--- src/rtl/flash_page_cmd.sv ---
module flash_page_cmd #(
  parameter int HALF_DIV = 2,
  parameter int GAP_CYC  = 2,
  parameter int PAGE_W   = 13
) (
  input  logic              clk,
  input  logic              rst_n,
  input  logic              start,
  input  logic [1:0]        op,
  input  logic              buf_sel,
  input  logic [PAGE_W-1:0] page,
  input  logic              bin_mode,
  input  logic              spi_miso,
  output logic              spi_sclk,
  output logic              spi_cs_n,
  output logic              spi_mosi,
  output logic              busy,
  output logic              done,
  output logic              mismatch
);
  localparam int STD_PAD = 24 - PAGE_W;
  localparam int BIN_PAD = STD_PAD - 1;
  localparam int DIV_W   = $clog2(HALF_DIV + 1);
  localparam int GAP_W   = $clog2(GAP_CYC + 1);

  typedef enum logic [2:0] {S_IDLE, S_CMD, S_GAP, S_POLL_OP, S_POLL_RD} state_t;

  state_t           state;
  logic [31:0]      sh;
  logic [5:0]       bit_left;
  logic [DIV_W-1:0] div_cnt;
  logic [GAP_W-1:0] gap_cnt;
  logic             sclk_q, cs_q, rdy_q, cmp_q, is_cmp;
  logic [7:0]       opcode;
  logic [23:0]      addr;
  logic             accept, tick;

  always_comb begin
    case (op)
      2'd0:    opcode = buf_sel ? 8'h55 : 8'h53;
      2'd1:    opcode = buf_sel ? 8'h61 : 8'h60;
      default: opcode = buf_sel ? 8'h59 : 8'h58;
    endcase
  end

  assign addr   = bin_mode ? {1'b0, page, {BIN_PAD{1'b0}}} : {page, {STD_PAD{1'b0}}};
  assign accept = start && (op != 2'd3) && (state == S_IDLE);
  assign tick   = (div_cnt == DIV_W'(HALF_DIV - 1));

  assign spi_sclk = sclk_q;
  assign spi_cs_n = cs_q;
  assign spi_mosi = !cs_q && sh[31];

  always_ff @(posedge clk or negedge rst_n) begin
    if (!rst_n) begin
      state    <= S_IDLE;
      sh       <= '0;
      bit_left <= '0;
      div_cnt  <= '0;
      gap_cnt  <= '0;
      sclk_q   <= 1'b0;
      cs_q     <= 1'b1;
      rdy_q    <= 1'b0;
      cmp_q    <= 1'b0;
      is_cmp   <= 1'b0;
      busy     <= 1'b0;
      done     <= 1'b0;
      mismatch <= 1'b0;
    end else begin
      done <= 1'b0;
      case (state)
        S_IDLE: begin
          if (accept) begin
            state    <= S_CMD;
            sh       <= {opcode, addr};
            bit_left <= 6'd32;
            div_cnt  <= '0;
            sclk_q   <= 1'b0;
            cs_q     <= 1'b0;
            busy     <= 1'b1;
            mismatch <= 1'b0;
            is_cmp   <= (op == 2'd1);
          end
        end
        S_GAP: begin
          if (gap_cnt == GAP_W'(GAP_CYC - 1)) begin
            gap_cnt  <= '0;
            cs_q     <= 1'b0;
            sh       <= {8'hD7, 24'h0};
            bit_left <= 6'd8;
            state    <= S_POLL_OP;
          end else begin
            gap_cnt <= gap_cnt + 1'b1;
          end
        end
        default: begin
          if (!tick) begin
            div_cnt <= div_cnt + 1'b1;
          end else begin
            div_cnt <= '0;
            if (!sclk_q) begin
              sclk_q <= 1'b1;
              if (bit_left == 6'd8) rdy_q <= spi_miso;
              if (bit_left == 6'd7) cmp_q <= spi_miso;
            end else begin
              sclk_q   <= 1'b0;
              sh       <= {sh[30:0], 1'b0};
              bit_left <= bit_left - 1'b1;
              if (bit_left == 6'd1) begin
                case (state)
                  S_CMD: begin
                    cs_q  <= 1'b1;
                    state <= S_GAP;
                  end
                  S_POLL_OP: begin
                    bit_left <= 6'd8;
                    state    <= S_POLL_RD;
                  end
                  default: begin
                    if (rdy_q) begin
                      cs_q     <= 1'b1;
                      state    <= S_IDLE;
                      busy     <= 1'b0;
                      done     <= 1'b1;
                      mismatch <= is_cmp && cmp_q;
                    end else begin
                      bit_left <= 6'd8;
                    end
                  end
                endcase
              end
            end
          end
        end
      endcase
    end
  end

  assert_cs_idle_clock_R2: assert property (@(posedge clk) disable iff (!rst_n)
    spi_cs_n |-> !spi_sclk);

  assert_gap_cs_high_R5: assert property (@(posedge clk) disable iff (!rst_n)
    (state == S_GAP) |-> spi_cs_n);

  assert_busy_ends_with_done_R7: assert property (@(posedge clk) disable iff (!rst_n)
    $fell(busy) |-> done);

  assert_done_not_busy_R7: assert property (@(posedge clk) disable iff (!rst_n)
    done |-> (!busy && spi_cs_n));

  assert_mismatch_rises_at_done_R8: assert property (@(posedge clk) disable iff (!rst_n)
    $rose(mismatch) |-> done);

  assert_accept_only_valid_R9: assert property (@(posedge clk) disable iff (!rst_n)
    $rose(busy) |-> ($past(start) && $past(op) != 2'd3));

  assert_no_restart_while_busy_R9: assert property (@(posedge clk) disable iff (!rst_n)
    (busy && !done && $past(busy)) |-> $stable(is_cmp));
endmodule

--- config.mk ---
export PLATFORM = sky130hd
export DESIGN_NAME = flash_page_cmd
export DESIGN_NICKNAME = d
export VERILOG_FILES = /design/src/rtl/flash_page_cmd.sv
export SDC_FILE = /design/constraint.sdc
export NUM_CORES = 1
export LEC_CHECK = 0
export BUFFER_PORTS_ARGS = -buffer_cell sky130_fd_sc_hd__buf_4
export CAP_MARGIN = 10
export CORE_MARGIN = 2
export CORE_UTILIZATION = 32
export CTS_CLUSTER_SIZE = 8
export DETAILED_ROUTE_END_ITERATION = 10
export GPL_TIMING_DRIVEN = 0
export SLEW_MARGIN = 20
export SYNTH_ARGS = -nofsm -noshare
export SYNTH_HDL_FRONTEND = slang
export SYNTH_SLANG_ARGS = --single-unit
--- constraint.sdc ---
create_clock -name clk -period 2.5 [get_ports clk]
set_input_delay 0 -clock clk [delete_from_list [all_inputs] [get_ports clk]]
set_output_delay 0 -clock clk [all_outputs]
set_load 0.03 [all_outputs]
# Word level (Yosys, flattened, before mapping)
# Cells that the tools add are included.
# Widths: inputs -> output; s select.
[totals]
mem_count = 0
ram_bits = 0
rom_bits = 0
output_inout_bits = 6
regBits = 53
input_bits = 21
latchBits = 0
[classes]
n_lt_le_gt_ge = 0
n_mul = 0
n_addsub = 3
bitwise = 3
mux = 60
div_mod_pow = 0
n_shift = 0
reduce_logical = 27
eq_ne = 14
[ops]
columns = ["cell", "count"]
rows = [
  ["$mux 32", 4],
  ["$pmux 32 s2", 1],
  ["$mux 6", 6],
  ["$pmux 6 s2", 3],
  ["$mux 1", 27],
  ["$mux 24", 1],
  ["$mux 3", 7],
  ["$reduce_and 7->1", 2],
  ["$pmux 3 s2", 2],
  ["$reduce_and 4->1", 3],
  ["$pmux 1 s2", 5],
  ["$reduce_bool 3->1", 3],
  ["$reduce_bool 2->1", 4],
  ["$eq 2x1->1 const B", 3],
  ["$eq 3x2->1 const B", 2],
  ["$eq 6x1->1 const B", 1],
  ["$eq 6x3->1 const B", 1],
  ["$eq 6x4->1 const B", 1],
  ["$mux 2", 3],
  ["$ne 2x2->1 const B", 3],
  ["$reduce_and 6->1", 1],
  ["$sub 6x1->6 const B", 1],
  ["$reduce_bool 5->1", 1],
  ["$add 2x1->2 const B", 2],
  ["13 further kinds", 20],
]

# Longest topological paths before layout
# Gate-level depths: netlist of run 1.
[depth]
depth_word = 7
mapped_depth = 8

# Worst setup path after synthesis of run 1
# No wires, ideal clock.
[synth_path]
path_type = "register -> register"
from = "register bit_left[1]"
to = "register bit_left[5]"
arrival_time_ps = 1608
setup_time_ps = 133
slack_ps = 759
stages_incl_launch_ff = 7
path_cell_list = "dfrtp_1 > inv_1 > ha_1 > or3b_1 > a2111o_1 > a31oi_1 > o211ai_1"
[synth_between]
elab_chain_len = 7
elab_cells_between_ends = 8
classes_between = "1 x add/sub; 1 x eq/ne; 6 x mux"
[synth_rtl]
columns = ["item", "line", "rtl"]
rows = [
  ["start: declaration", "30", "logic [5:0] bit_left;"],
  ["start signal: assignment", "108", "bit_left <= bit_left - 1'b1;"],
  ["$sub 6x1->6", "108", ""],
  ["$mux 6", "120", "if (rdy_q) begin"],
  ["$pmux 6 s2", "110", "case (state)"],
  ["$mux 6 *", "109", "if (bit_left == 6'd1) begin"],
  ["$mux 6 *", "101", "if (!sclk_q) begin"],
  ["$mux 6 *", "97", "if (!tick) begin"],
  ["$pmux 6 s2 *", "71", "case (state)"],
]
# Mark *: on every way between the ends. The rest lies on a longest branch, timed or not. The select of a mux whose other input is x is not followed.
# A chain may end at the register's enable or synchronous reset.

# Final worst setup path of run 1
[layout_path]
from = "register bit_left[1]"
to = "register state[1]"
[layout_between]
elab_chain_len = 3
[layout_rtl]
columns = ["item", "line", "rtl"]
rows = [
  ["$eq 6x1->1", "109", ""],
  ["$reduce_bool 3->1 (no line)", "--", ""],
  ["$reduce_and 6->1 (no line)", "--", ""],
  ["end signal: assignment", "113", "state <= S_GAP;"],
  ["end signal: assignment", "117", "state <= S_POLL_RD;"],
  ["end signal: assignment", "122", "state <= S_IDLE;"],
  ["end: declaration", "28", "state_t state;"],
]
# No other way between the ends.

==> results of run 1 <==
## routing by layer
metal | track usage (%) | up-vias | share of wire (%)
met4 | 4.61 | 0 | 1.4
li1 | - | 912 | -
met3 | 3.11 | 6 | 3.3
met5 | 0 | - | 0
met1 | 19.7 | 929 | 50
met2 | 21.9 | 27 | 45
## registers in the layout (all words and copies together) (netlist names)
register	cells
bit_left	6
busy	1
cmp_q	1
div_cnt	2
done	1
gap_cnt	2
is_cmp	1
mismatch	1
rdy_q	1
sh	22
spi_cs_n	1
spi_sclk	1
state	3
## cells in the mapped netlist (3+ instances only)
cell type	count
a31oi_1	5
or3_1	3
o22ai_1	3
clkbuf_1	3
o21ai_0	9
buf_2	7
o221ai_1	8
ha_1	4
nand3_1	14
dfrtp_1	42
a21oi_1	5
a2bb2oi_1	4
buf_6	5
nand2_1	14
nor3_1	7
inv_1	20
mux2_2	10
nor2_1	10
mux2i_1	14
o211ai_1	4
and3_1	3
## kinds of logic (layout without fill, tap and decap cells)
kind of cell	count (synthesis)	in the layout	synth area share, %
flip-flops	43	43	45.9
AO/OA/AOI/OAI	56	56	17.8
buffers and inverters	36	72	7.72
AND/OR/NAND/NOR	66	66	14.9
adder cells (fa/ha/maj)	4	4	2.13
XOR/XNOR	2	2	0.746
multiplexers	24	24	10.8
## worst paths after layout
check                             endpoint  slack (ps)         from  depth (start not counted)
min in group asynchronous            rdy_q         230        rst_n                          2
worst min register to register  gap_cnt[0]         490   gap_cnt[0]                          1
max in group asynchronous           sh[18]        1890        rst_n                          2
worst max register to register    state[1]         490  bit_left[1]                          6
worst max-delay path              state[1]         490  bit_left[1]                          6
worst min-delay path                sh[27]           9        op[1]                          3
## worst max-delay path: cells and delay by family, from the launching register on
kind / cells / cell delay (ps)
compound gates: 1 / 230
buf+inv: 1 / 130
flops: 1 / 420
fa+ha+maj: 1 / 190
simple gates: 3 / 930
## power by group
part / total, W / internal [W] / switching, W / leakage [nW]
clock network: 0.000648 / 0.000400 / 0.000248 / 0.0654
logic: 0.0000730 / 0.0000352 / 0.0000378 / 0.638
registers: 0.000695 / 0.000695 / 0 / 0.530
## layout by cell type, fill, tap and decap left out, types with 2 or more instances in the layout
master,Yosys,final
dfrtp_1,42,42
buf_4,0,25
inv_1,20,20
nand2_1,14,14
mux2i_1,14,14
nand3_1,14,14
nor2_1,10,10
mux2_2,10,10
o21ai_0,9,9
o221ai_1,8,8
buf_2,7,7
nor3_1,7,7
buf_6,5,5
a21oi_1,5,5
a31oi_1,5,5
clkbuf_8,0,5
clkbuf_1,3,4
a2bb2oi_1,4,4
o211ai_1,4,4
ha_1,4,4
o22ai_1,3,3
or3_1,3,3
and3_1,3,3
dlygate4sd3_1,0,3
nand2b_1,2,2
nor4_1,2,2
a21boi_0,2,2
a41oi_1,2,2
bufinv_16,0,2
## stage by stage
step                      area (um2)  power, W  std cells  hold WS [ps]  util (%)
final                           2820   0.00142        366          9.46      39.3
after global routing            2820   0.00146        366          17.5      39.3
after CTS                       2820   0.00143        366          6.65      39.3
after detailed placement        2660  0.000779        355          32.7      37.1
after global placement          2660  0.000779        355          31.0      37.1
after floorplan                 2350  0.000732        231          -296         -
## final cells by class
class | instances | area [um2]
Buffer | 16 | 106
Fill cell | 694 | 4350
Timing Repair Buffer | 28 | 218
Clock buffer | 6 | 72.6
Sequential cell | 43 | 1080
Clock inverter | 2 | 60.1
Multi-Input combinational cell | 152 | 1090
Inverter | 20 | 75.1
Tap cell | 99 | 124
## what timing repair did
item | CTS | global route
hold endpoints to repair | 45 | 0
hold buffers | 3 | 0
endpoints found under the setup margin | 0 | 0
==> impl_metrics.json, run 1 <==
{
  "clock-root-buffer": "clkbuf_8",
  "cts_resized": 0,
  "timing.final.crit_share_pct": 80.2,
  "clock_latency_ps": 300,
  "n_antenna_cell": 0,
  "finalCriticalPeriod_ps": 2010,
  "cts_buffer_depth": 2,
  "fin_tns_setup_ps": 0,
  "async_flop_share_pct": 100,
  "path_cells": "inv_1 > ha_1 > or3b_1 > nor3_1 > nand3_1 > a32o_1",
  "die-area_um2": 8040,
  "required_ps": 2690,
  "synth_area_leader_cell": "dfrtp_1",
  "rsz0062_at_grt": "false",
  "worstPathMaxFanout": 4,
  "drt_pre_antenna_iters": 4,
  "synthesis.instances": 231,
  "drt-initial-drc-count": 85,
  "cts_sinks": 43,
  "maxSlewViolCount": 0,
  "critPathLaunchType": "register",
  "maxClockFrequency_mhz": 499,
  "outcome": "complete, no violations",
  "core.rowCount": 31,
  "cp_slowest_stage_delay_ps": 420,
  "initial_core_util_pct": 32.7,
  "tritoncts": "done",
  "drive_gt1_share_pct": 22.1,
  "port_buffers": 25,
  "overflow": 0,
  "arrival_ps": 2190,
  "peakVddDrop_mv": 0.182,
  "netlist.area_leader.share_pct": 44.8,
  "crit_type": "register to register",
  "syn_area_um2": 2350,
  "numCtsBuffers": 5,
  "syn_avg_cell_area_um2": 10.2,
  "critPathCaptureType": "register",
  "seq_area_frac_synth_pct": 45.9,
  "drc_errors": 0,
  "report.final.hold_viol_count": 0,
  "synthFlopType": "dfrtp_1",
  "netlist_top_cells_area": "dfrtp_1, mux2i_1, mux2_2",
  "synthToLayoutAreaGrowth_pct": 20.2,
  "detail_route.vias_per_cell": 5.12,
  "routedWlPerCell_um": 14.4,
  "cap_violations": 0,
  "yosysWarnings": 0,
  "ios": 27,
  "die_h_um": 89.7,
  "fin_ws_ps": 495,
  "num_vias": 1874,
  "grt_max_degree": 44,
  "antenna_left": 0,
  "tightest_slew_ps": 566,
  "skew_ps": 6.99,
  "gr-usage-all-layers_pct": 14.2,
  "grt_pass1_wl_um": 8670,
  "preCtsSetupSlack_ps": 548,
  "dieWidth_um": 89.7,
  "synth_edf_count": 0,
  "p_leak_nw": 1.23,
  "cts_setup_buffers": 0,
  "yosysUniqueCellTypes": 54,
  "nNetsFinal": 291,
  "antenna_found_initial": 0,
  "htreeDepth": 2,
  "clk_pin_slew_ps": 90,
  "grt_pass1_vias": 1757,
  "gp_congestion": 0.814,
  "p_per_area_nw_per_um2": 501,
  "dp_hpwl_um": 3710,
  "core-area_um2": 7180,
  "drt_wl_total_um": 5270,
  "syn-num-nets": 256,
  "slew_headroom_pct": 62.0,
  "hold_path_class": "primary input to register",
  "ys_seq_elements": 43,
  "cp_slowest_cell": "dfrtp_1",
  "setup_viol": 0
}
No activity file was read; power rests on OpenSTA's default activity.
==> run 2, diff against run 1 <==
- clock period: 2.5 -> 1.7 ns (I/O delays scaled with it)
==> run 2 against run 1 <==
Effect of this change:
- the run now ends with setup timing left
- cell area up 8.9%
- clock-buffer cell count unchanged
- global-route usage is 0.49 points higher
- non-clock buffer count grew 12
- hold slack lost 3.7 ps
- routed wire length up 8.1%
- combinational power grew 52%
- clock power up 1%
- clock skew is 2.8 ps lower
- maximum frequency is 13% higher
- cell count up 3.3%
- sequential power increased by 47%
- largest power group unchanged
==> impl_metrics.json, run 2 (same netlist as run 1, synthesis figures left out) <==
{
  "drive_gt1_share_pct": 33.0,
  "dp_hpwl_um": 3680,
  "antenna_left": 0,
  "detail_route.vias_per_cell": 4.98,
  "cp_common_cell": "a31oi_1",
  "slew_headroom_pct": 62.9,
  "die-area_um2": 8040,
  "crit_type": "register to register",
  "initial_core_util_pct": 32.7,
  "layout_commonest_cell": "dfrtp_1",
  "setup.worst_path.end": "bit_left[2]",
  "cts_sinks": 43,
  "r2r_slack_ps": -70,
  "largest_reg_flops": 22,
  "ios": 27,
  "drt-initial-drc-count": 107,
  "core.rowCount": 31,
  "gp_congestion": 0.821,
  "outcome": "finished with violations",
  "rsz0062_at_grt": "true",
  "path_depth": 6,
  "finalPower_w": 0.00179,
  "final_cell_mix": "dfrtp_1, buf_4, inv_1",
  "violations": "setup timing",
  "grt_max_degree": 44,
  "core-area_um2": 7180,
  "skew_ps": 4.15,
  "drt_wl_total_um": 5700,
  "overflow": 0,
  "report.final.hold_viol_count": 0,
  "maxSlewViolCount": 0,
  "critPathLaunchType": "register",
  "hold_path_class": "primary input to register",
  "die_h_um": 89.7,
  "clock-root-buffer": "clkbuf_8",
  "worstRegToRegCells": 6,
  "crit_path_start": "bit_left[1]",
  "min_path_cells": 3,
  "dieWidth_um": 89.7,
  "finalCriticalPeriod_ps": 1770,
  "dp_cells": 355,
  "timing.rr.end": "bit_left[2]",
  "p_leak_nw": 1.31,
  "power.internal_w": 0.00136,
  "post-route-util_pct": 42.8,
  "grt_pass1_wl_um": 8910,
  "grt_pass1_vias": 1784,
  "critPathCaptureType": "register",
  "fin_cells": 378,
  "worst-path-buf-inv": 1,
  "peakVddDrop_mv": 0.283,
  "drt_pre_antenna_iters": 4,
  "switching_share_pct": 23.6,
  "numCtsBuffers": 5,
  "fin_ws_ps": -73.4,
  "tritoncts": "done",
  "tightest_slew_ps": 557,
  "setup_viol": 4,
  "required_ps": 1870,
  "top_register": "sh",
  "pwr-share-clk_pct": 36.6,
  "n_antenna_cell": 0,
  "power.net_switching_w": 0.000423,
  "seqPwrFrac_pct": 57.2,
  "synthToLayoutAreaGrowth_pct": 30.8,
  "holdWs_ps": 5.80,
  "cp_slowest_stage_delay_ps": 400,
  "share_comb_of_total_power_pct": 6.2,
  "routedWlPerCell_um": 15.1,
  "timing.rr.start": "bit_left[1]",
  "worstPathMaxFanout": 5,
  "cap_violations": 0,
  "arrival_ps": 1940,
  "nNetsFinal": 303,
  "p_per_area_nw_per_um2": 582,
  "cts_buffer_depth": 2,
  "num_vias": 1882,
  "timing.final.crit_share_pct": 104,
  "drc_errors": 0,
  "clk_pin_slew_ps": 80,
  "crit_family": "compound AO/OA/AOI/OAI gates",
  "antenna_found_initial": 0,
  "clock_latency_ps": 300,
  "gr-usage-all-layers_pct": 14.6,
  "htreeDepth": 2,
  "maxClockFrequency_mhz": 564,
  "port_buffers": 25,
  "path_cells": "inv_2 > ha_4 > or3b_4 > a2111o_1 > a31oi_1 > a31oi_1",
  "cp_slowest_cell": "dfrtp_1",
  "top_regs": "sh x22, bit_left x6, state x3"
}
[run 2: cell count changes in the layout (fill, tap and decap cells not counted), sizes merged]
cell / before / now
bufinv: 2 / 0
clkinv: 0 / 1
clkbuf: 9 / 10
clkinvlp: 0 / 1
buf: 38 / 49
[run 2: metrics by stage]
| stage | worst slack [ps] | TNS (ps) | area (um2) |
|---|---|---|---|
| after floorplan | -10.3 | -10.3 | 2350 |
| after global placement | -185 | -1900 | 2660 |
| after CTS | -101 | -765 | 2860 |
| after global routing | -152 | -982 | 3070 |
| after detailed placement | -242 | -2280 | 2660 |
| final | -73.4 | -155 | 3070 |
[run 2: area by class of cell]
type | count | area, um2
Fill cell | 689 | 4100
Multi-Input combinational cell | 152 | 1200
Sequential cell | 43 | 1080
Timing Repair Buffer | 42 | 372
Buffer | 14 | 133
Tap cell | 99 | 124
Inverter | 20 | 75.1
Clock buffer | 6 | 72.6
Clock inverter | 2 | 12.5
[run 2: power groups by stage]
stage | clock network [W] | logic (W) | registers (W)
4_1_cts | 0.000678 | 0.000110 | 0.00102
2_1_floorplan | 0 | 0.0000345 | 0.00104
6_report | 0.000655 | 0.000111 | 0.00102
5_1_grt | 0.000707 | 0.000124 | 0.00102
3_5_place_dp | 0 | 0.000105 | 0.00104
3_3_place_gp | 0 | 0.000104 | 0.00104
[run 2: worst min-delay path, delay by kind of cell]
family | cells | cell delay (ps)
buf+inv | 1 | 80
mux | 1 | 60
compound gates | 1 | 130
[run 2: repair_timing]
action / 4_1_cts / 5_1_grt
endpoints found under the hold margin: 45 / 0
resized for setup: 11 / 32
pin swaps: 5 / 7
gates cloned: 0 / 3
hold buffers: 3 / 0
setup endpoints to repair: 31 / 34
setup buffers: 4 / 7
[run 2: metal layers]
layer  vias up  GRT usage (%)  routed length, um
met5         -              0                  0
met2        41           21.5               2590
met1       899           21.1               2760
met3         6           3.66                261
li1        936              -                  -
met4         0           5.02                 76
[run 2: worst min-delay path by stage]
| stage | endpoint | slack, ps | start |
|---|---|---|---|
| after floorplan | bit_left[0] | -300 | rst_n |
| after global placement | state[0] | 30 | rst_n |
| final | sh[18] | 6 | page[8] |
| after CTS | sh[21] | 6 | page[10] |
| after detailed placement | state[0] | 40 | rst_n |
| after global routing | sh[21] | 10 | page[10] |
==> run 3, diff against run 2 <==
- CORE_UTILIZATION: 32 -> 52
- PLACE_DENSITY: not set -> 0.75
==> run 3 against run 2 <==
Effect of this change:
- the flow still finishes with violations (setup timing)
- setup slack improved by 13 ps
- clock power rose by 1%
- clock-buffer cell count did not move
- hold slack improved by 6.8 ps
- non-clock buffer count did not move
- register-to-register slack barely moved
- sequential power barely moved
- maximum frequency rose by 0.72%
- routed wire length fell by 9.0%
- cell count fell by 13%
- clock skew fell by 1.2 ps
- flip-flop and latch count did not move
==> impl_metrics.json, run 3 (same netlist as run 1, synthesis figures left out) <==
{
  "drc_errors": 0,
  "gr-usage-all-layers_pct": 21.6,
  "fin_ws_ps": -60.7,
  "grt_max_degree": 44,
  "report.final.hold_viol_count": 0,
  "p_per_area_nw_per_um2": 612,
  "initial_core_util_pct": 53.9,
  "die-area_um2": 5070,
  "maxSlewViolCount": 0,
  "fin_tns_setup_ps": -130,
  "worstPathMaxFanout": 5,
  "routedWlPerCell_um": 15.7,
  "detail_route.vias_per_cell": 5.78,
  "min_path_cells": 3,
  "setup_viol": 3,
  "clk_pin_slew_ps": 80,
  "crit_type": "register to register",
  "n_fill_cell": 320,
  "antenna_found_initial": 0,
  "dieWidth_um": 71.2,
  "core-area_um2": 4350,
  "required_ps": 1860,
  "port_buffers": 25,
  "peakVddDrop_mv": 0.485,
  "synthToLayoutAreaGrowth_pct": 24.8,
  "die_h_um": 71.2,
  "cts_sinks": 43,
  "finalPower_w": 0.00179,
  "hold_path_class": "primary input to register",
  "cap_violations": 0,
  "critPathLaunchType": "register",
  "top_register": "sh",
  "tightest_slew_ps": 538,
  "clock_latency_ps": 300,
  "ios": 27,
  "layout_commonest_cell": "dfrtp_1",
  "n_antenna_cell": 0,
  "final_cell_mix": "dfrtp_1, buf_4, inv_1",
  "top_regs": "sh x22, bit_left x6, state x3",
  "rsz0062_at_grt": "true",
  "gp_congestion": 0.797,
  "skew_ps": 3.00,
  "antenna_left": 0,
  "grt_pass1_vias": 1791,
  "drt_pre_antenna_iters": 4,
  "overflow": 0,
  "tritoncts": "done",
  "grt_pass1_wl_um": 8650,
  "preCtsSetupSlack_ps": -188,
  "violations": "setup timing",
  "drive_gt1_share_pct": 31.3,
  "timing.final.crit_share_pct": 104,
  "critPathCaptureType": "register",
  "maxClockFrequency_mhz": 568,
  "core.rowCount": 24,
  "holdWs_ps": 12.6,
  "slew_headroom_pct": 64.1,
  "worstRegToRegCells": 6,
  "dp_hpwl_um": 3370,
  "largest_reg_flops": 22,
  "p_leak_nw": 1.29,
  "clock-root-buffer": "clkbuf_8",
  "outcome": "finished with violations",
  "drt_wl_total_um": 5190,
  "cts_buffer_depth": 2,
  "r2r_slack_ps": -60,
  "numCtsBuffers": 5,
  "num_vias": 1909,
  "htreeDepth": 2,
  "drt-initial-drc-count": 156,
  "nNetsFinal": 303,
  "finalCriticalPeriod_ps": 1760,
  "arrival_ps": 1920,
  "post-route-util_pct": 67.3
}
[run 3: what timing repair did]
action / in CTS / in global routing
hold buffers: 4 / 0
resized for setup: 8 / 24
setup buffers: 4 / 7
hold endpoints to repair: 46 / 0
gates cloned: 0 / 1
setup endpoints to repair: 30 / 30
pin swaps: 5 / 3
[run 3: critical path: stages (launching register included)]
cell	delay, ps
dfrtp_1	400
inv_2	90
ha_4	120
or3b_4	390
a2111o_1	370
a31oi_1	200
a31oi_1	50
[run 3: path summary, 6_finish.rpt]
kind / start / endpoint
worst min-delay path: page[10] / sh[21]
worst max-delay path: bit_left[1] / bit_left[2]
min in group asynchronous: rst_n / sh[31]
worst max register to register: bit_left[1] / bit_left[2]
worst min register to register: gap_cnt[0] / gap_cnt[0]
max in group asynchronous: rst_n / state[1]
[run 3: where the power goes]
part | internal, W | switching [W] | leakage (nW)
Sequential | 0.00102 | 0 | 0.528
Combinational | 0.0000533 | 0.0000542 | 0.718
Clock | 0.000319 | 0.000344 | 0.0470
Total | 0.00139 | 0.000398 | 1.29
[run 3: routing by layer]
metal | GRT usage [%] | wire length (um) | vias to the layer above
met1 | 32.2 | 2440 | 925
met4 | 5.66 | 46 | 0
li1 | - | - | 933
met2 | 32.5 | 2500 | 47
met3 | 4.27 | 198 | 4
met5 | 0 | 0 | -
[run 3: cell type report]
class	instances	area [um2]	area share, %
multi-input combinational	152	1160	39.7
sequential	43	1080	36.8
timing repair buffer	41	328	11.2
buffer	15	134	4.57
clock buffer	6	82.6	2.82
inverter	20	75.1	2.56
tap	52	65.1	2.22
clock inverter	1	5.00	0.171
[run 3: stage by stage]
step | std cells | cell area, um2
after global routing | 330 | 2930
after floorplan | 231 | 2350
after CTS | 322 | 2800
final | 330 | 2930
after detailed placement | 308 | 2600
after global placement | 308 | 2600
